### config.mk
export PLATFORM = sky130hd
export DESIGN_NAME = qfmul_top
export DESIGN_NICKNAME = d
export VERILOG_FILES = /design/src/rtl/qfmul_pkg.sv /design/src/rtl/qfmul_prod.sv /design/src/rtl/qfmul_align.sv /design/src/rtl/qfmul_oreg.sv /design/src/rtl/qfmul_top.sv
export SDC_FILE = /design/constraint.sdc
export NUM_CORES = 1
export LEC_CHECK = 0
export ABC_AREA = 1
export ABC_CLOCK_PERIOD_IN_PS = 7700
export BUFFER_PORTS_ARGS = -buffer_cell sky130_fd_sc_hd__buf_2
export CAP_MARGIN = 25
export CORE_AREA = 4 4 108 212
export CTS_BUF_LIST = sky130_fd_sc_hd__clkbuf_4
export CTS_CLUSTER_SIZE = 25
export DETAILED_ROUTE_END_ITERATION = 10
export DIE_AREA = 0 0 112 216
export GPL_ROUTABILITY_DRIVEN = 0
export PLACE_DENSITY = 0.8
export SYNTH_ARGS = -nofsm -noshare
export SYNTH_HDL_FRONTEND = slang
export SYNTH_SLANG_ARGS = --single-unit
### constraint.sdc
create_clock -name clk -period 7.7 [get_ports clk]
set_clock_uncertainty 0.1 [all_clocks]
set_input_delay 0.77 -clock clk [delete_from_list [all_inputs] [get_ports clk]]
set_output_delay 0.77 -clock clk [all_outputs]
set_load 0.02 [all_outputs]
### src/rtl/qfmul_pkg.sv
// Shared definitions for the Q-format multiplier.
// Assumes two's-complement operands; the format code is part of the port contract.
package qfmul_pkg;
    typedef enum logic [1:0] {
        FMT_FRAC16 = 2'b00,
        FMT_FRAC32 = 2'b01,
        FMT_I3F12  = 2'b10,
        FMT_I6F9   = 2'b11
    } qfmt_e;
endpackage

### src/rtl/qfmul_prod.sv
// Signed array product: adds shifted, sign-extended partial products.
// The partial product for the multiplier's sign bit is subtracted.
// Assumes DW >= 2; purely combinational.
module qfmul_prod #(
    parameter int DW = 16
) (
    input  logic [DW-1:0]   a,
    input  logic [DW-1:0]   b,
    output logic [2*DW-1:0] prod
);
    localparam int PW = 2 * DW;

    // Accumulate one partial product per multiplier bit.
    always_comb begin
        logic [PW-1:0] acc;
        logic [PW-1:0] pp;
        acc = '0;
        for (int i = 0; i < DW; i++) begin
            pp = {{DW{a[DW-1]}}, a} << i;
            if (!b[i]) begin
                pp = '0;
            end
            if (i == DW - 1) begin
                acc = acc - pp;
            end else begin
                acc = acc + pp;
            end
        end
        prod = acc;
    end
endmodule

### src/rtl/qfmul_align.sv
// Picks the stored field for the selected format and detects overflow.
// On overflow it can clamp to the extreme code that has the true sign.
// Assumes the product is full-width: its top bit is the real sign.
module qfmul_align
    import qfmul_pkg::*;
#(
    parameter int DW      = 16,
    parameter int IF_FRAC = 12
) (
    input  logic [2*DW-1:0] prod,
    input  qfmt_e           fmt,
    input  logic            sat,
    output logic [2*DW-1:0] res,
    output logic            ovf
);
    localparam int PW      = 2 * DW;
    localparam int FR_LSB  = DW - 1;
    localparam int TOP_LSB = IF_FRAC + DW - 1;
    localparam int TOP_W   = PW - TOP_LSB;

    logic [DW-1:0]    narrow_fld;
    logic [DW-1:0]    int_fld;
    logic [PW-1:0]    wide_fld;
    logic [TOP_W-1:0] int_top;
    logic             dbl_sign_ovf;
    logic             int_ovf;
    logic             neg;
    logic [DW-1:0]    clamp_n;
    logic [PW-1:0]    clamp_w;

    // Candidate fields, overflow terms and clamp codes.
    always_comb begin
        narrow_fld   = prod[FR_LSB +: DW];
        int_fld      = prod[IF_FRAC +: DW];
        wide_fld     = {prod[PW-2:0], 1'b0};
        int_top      = prod[PW-1:TOP_LSB];
        dbl_sign_ovf = prod[PW-1] ^ prod[PW-2];
        int_ovf      = !((&int_top) || !(|int_top));
        neg          = prod[PW-1];
        clamp_n      = neg ? {1'b1, {(DW-1){1'b0}}} : {1'b0, {(DW-1){1'b1}}};
        clamp_w      = neg ? {1'b1, {(PW-1){1'b0}}} : {1'b0, {(PW-1){1'b1}}};
    end

    // Format select with optional clamp.
    always_comb begin
        logic [DW-1:0] n;
        n   = narrow_fld;
        res = '0;
        ovf = 1'b0;
        unique case (fmt)
            FMT_FRAC32: begin
                ovf = dbl_sign_ovf;
                res = (ovf && sat) ? clamp_w : wide_fld;
            end
            FMT_I3F12: begin
                ovf = int_ovf;
                n   = (ovf && sat) ? clamp_n : int_fld;
                res = {{DW{n[DW-1]}}, n};
            end
            default: begin
                ovf = dbl_sign_ovf;
                n   = (ovf && sat) ? clamp_n : narrow_fld;
                res = {{DW{n[DW-1]}}, n};
            end
        endcase
    end
endmodule

### src/rtl/qfmul_oreg.sv
// Single output register with a valid/ready handshake.
// Takes new data when empty or when the held data leaves in the same cycle.
// Assumes a synchronous active-low reset.
module qfmul_oreg #(
    parameter int W = 32
) (
    input  logic         clk,
    input  logic         rst_n,
    input  logic         in_valid,
    output logic         in_ready,
    input  logic [W-1:0] d_res,
    input  logic         d_ovf,
    output logic         out_valid,
    input  logic         out_ready,
    output logic [W-1:0] q_res,
    output logic         q_ovf
);
    logic take;

    // Acceptance condition.
    always_comb begin
        in_ready = !out_valid || out_ready;
        take     = in_valid && in_ready;
    end

    // Valid flag tracking.
    always_ff @(posedge clk) begin
        if (!rst_n) begin
            out_valid <= 1'b0;
        end else if (take) begin
            out_valid <= 1'b1;
        end else if (out_ready) begin
            out_valid <= 1'b0;
        end
    end

    // Data capture on acceptance only.
    always_ff @(posedge clk) begin
        if (take) begin
            q_res <= d_res;
            q_ovf <= d_ovf;
        end
    end
endmodule

### src/rtl/qfmul_top.sv
// Q-format fractional multiplier top: product, format alignment, output register.
// Assumes the format and clamp inputs are valid along with the operands.
module qfmul_top
    import qfmul_pkg::*;
#(
    parameter int DW      = 16,
    parameter int IF_FRAC = 12
) (
    input  logic            clk,
    input  logic            rst_n,
    input  logic            in_valid,
    output logic            in_ready,
    input  logic [DW-1:0]   op_a,
    input  logic [DW-1:0]   op_b,
    input  logic [1:0]      fmt,
    input  logic            sat_en,
    output logic            out_valid,
    input  logic            out_ready,
    output logic [2*DW-1:0] result,
    output logic            ovf
);
    localparam int PW = 2 * DW;

    logic [PW-1:0] prod;
    logic [PW-1:0] aligned;
    logic          aligned_ovf;

    qfmul_prod #(.DW(DW)) prod_i (
        .a    (op_a),
        .b    (op_b),
        .prod (prod)
    );

    qfmul_align #(.DW(DW), .IF_FRAC(IF_FRAC)) align_i (
        .prod (prod),
        .fmt  (qfmt_e'(fmt)),
        .sat  (sat_en),
        .res  (aligned),
        .ovf  (aligned_ovf)
    );

    qfmul_oreg #(.W(PW)) oreg_i (
        .clk       (clk),
        .rst_n     (rst_n),
        .in_valid  (in_valid),
        .in_ready  (in_ready),
        .d_res     (aligned),
        .d_ovf     (aligned_ovf),
        .out_valid (out_valid),
        .out_ready (out_ready),
        .q_res     (result),
        .q_ovf     (ovf)
    );
endmodule

==> results.yml <==
cells_and_area:
  postLayoutCoreUtil_pct: 64.2
  antennaDiodeCount: 0
  fin_nets: 2076
  syn_to_final_growth_pct: 4.49
  fin_area_sq_um: 13600
  drive_above_1_share_pct: 7.95
worst_setup_path:
  max_stage_delay_ps: 640
  path_buf_inv: 7
  path_common_cell: "nand2_1"
  timing.critical_path.arrival_ps: 7050
  critPathCaptureType: "flop"
  cp_max_fo: 30
  cpLargestDelayFamily: "adder cells"
  slowest_stage: "fa_1"
  worstSetupPathType: "in -> reg"
  cp-start-kind: "input port"
  cp.required_ps: 7710
placement:
  hpwl_um: 28800
  port_buffers: 73
  placed_area_sq_um: 13400
global_routing:
  grt_most_used_layer: "met2"
  use_met1_pct: 27.0
  grt_pass1_vias: 11900
  grt_pass1_wl_um: 56300
  use_met2_pct: 55.2
  grtUsageTotal_pct: 29.8
  grtUsageMet3_pct: 3.25
  gr-total-overflow: 0
  antenna_found_initial: 0
  grt_start_max_net_pins: 34
detailed_routing:
  via_count: 10600
  drc: 0
  wire_per_inst_um: 17.7
  ant_nets: 0
  wirelength_um: 34400
  dr.first_iter.drc_count: 543
  viasPerCell: 5.47
  drt_first_pass_iters: 7
logic_synthesis:
  yosysWarnings: 0
  ys_async_sr_fraction_pct: 0
  synthTopCellsByCount: "nand2_1, inv_1, fa_1"
  syn_inst: 1654
  yosysTopAreaCell: "fa_1"
  synth_area_leaders: "fa_1, nand2_1, inv_1, edfxtp_1, ha_1"
  synth_edf_count: 33
  synth_cell_type_count: 32
  seq_area_frac_synth_pct: 7.79
  syn_nets: 2059
  synth_top_area_share_pct: 45.4
  ys_ff_latch: 34
  ys.flop_type: "edfxtp_1"
  synth_most_common_cell: "nand2_1"
  netlist_area_sq_um: 13000
  syn_avg_cell_area_sq_um: 7.84
sta:
  rsz0062_at_grt: "no"
  finalHoldViolations: 0
  fmax_ghz: 0.142
  final_max_slew_viol_count: 0
  finalCriticalPeriod_ps: 7040
  relSlewSlack_pct: 64.4
  tns_ps: 0
  tightestPinTransition_ps: 532
  finalCritPeriodShare_pct: 91.4
  setup_viol: 0
clock_tree:
  clkSlewWorstSetupHoldPaths_ps: 120
  cts_resized: 0
  ctsHoldBuffers: 0
  cts_sinks: 34
  postCtsSetupBuffers: 0
  cts_made_buffers: 5
  clockBufferDepth: 2
  cts_tree: "yes"
  htree_levels: 2
  cts-root-buf: "clkbuf_4"
  clock_latency_ps: 340
hold_path:
  worstHoldPathType: "reg -> reg"
die:
  die_h_um: 216
  dieArea_sq_um: 24200
  design.core.area_sq_um: 21100
  start_util_pct: 61.4
  die_x_um: 112
  ios: 74
  rows: 75
run:
  maxCapViolations: 0
run_status:
  outcome: "complete, no violations"
logic make-up after synthesis:
| group | synth area share, % |
|---|---|
| and+or+nand+nor | 21.7 |
| buffers and inverters | 15.4 |
| adders and majority gates | 52.3 |
| AOI/OAI and AO/OA | 1.47 |
| DFF | 7.79 |
| xor gates and xnor gates | 1.35 |
registers in the layout, indices dropped and copies added, names as in the netlist:
register and cells:
oreg_i.out_valid 1, oreg_i.q_ovf 1, oreg_i.q_res 32
final timing paths:
check / start / endpoint / slack [ps] / cells after the start
setup reg to reg: oreg_i.out_valid / oreg_i.q_res[24] / 6410 / 2
hold / removal: oreg_i.out_valid / oreg_i.out_valid / 450 / 2
hold reg to reg: oreg_i.out_valid / oreg_i.out_valid / 450 / 2
setup / recovery: op_b[2] / oreg_i.q_res[28] / 660 / 28
placed cells by master, fill, tap and decap left out, types with 14 or more instances in the layout:
cell type | netlist | layout
buf_2 | 6 | 73
nor2_1 | 33 | 33
fa_1 | 294 | 294
ha_1 | 72 | 72
inv_1 | 447 | 447
nand3_1 | 40 | 40
a21oi_1 | 21 | 20
nand3_2 | 14 | 14
edfxtp_1 | 33 | 33
nand2_1 | 555 | 555
worst reg2reg max path, stage by stage, from the launching register on:
cell and delay (ps):
dfxtp_1 350, a21oi_2 130, buf_4 370
area by class of cell:
| cell class | instances | area (sq um) |
|---|---|---|
| multi-input combinational | 1097 | 9970 |
| fill | 1853 | 7560 |
| clock buffer | 5 | 37.5 |
| clock inverter | 3 | 68.8 |
| timing repair buffer | 84 | 448 |
| sequential | 34 | 1010 |
| inverter | 449 | 1690 |
| tap | 269 | 337 |
per-stage QoR:
step	instances	hold slack, ps	worst slack (ps)
after floorplan	1654	629	745
after global placement	1933	408	454
after detailed placement	1933	439	347
after CTS	1941	464	690
after global routing	1941	499	306
final	1941	450	658
layer usage:
metal  wire (um)  share of wire, %
met4        4420                13
met5           0                 0
met2       18300                53
met1        9640                28
met3        2020               5.9
Power is left out: the tool's default activity adds up to more than one toggle a clock period on the data nets, which glitch-free logic cannot reach.
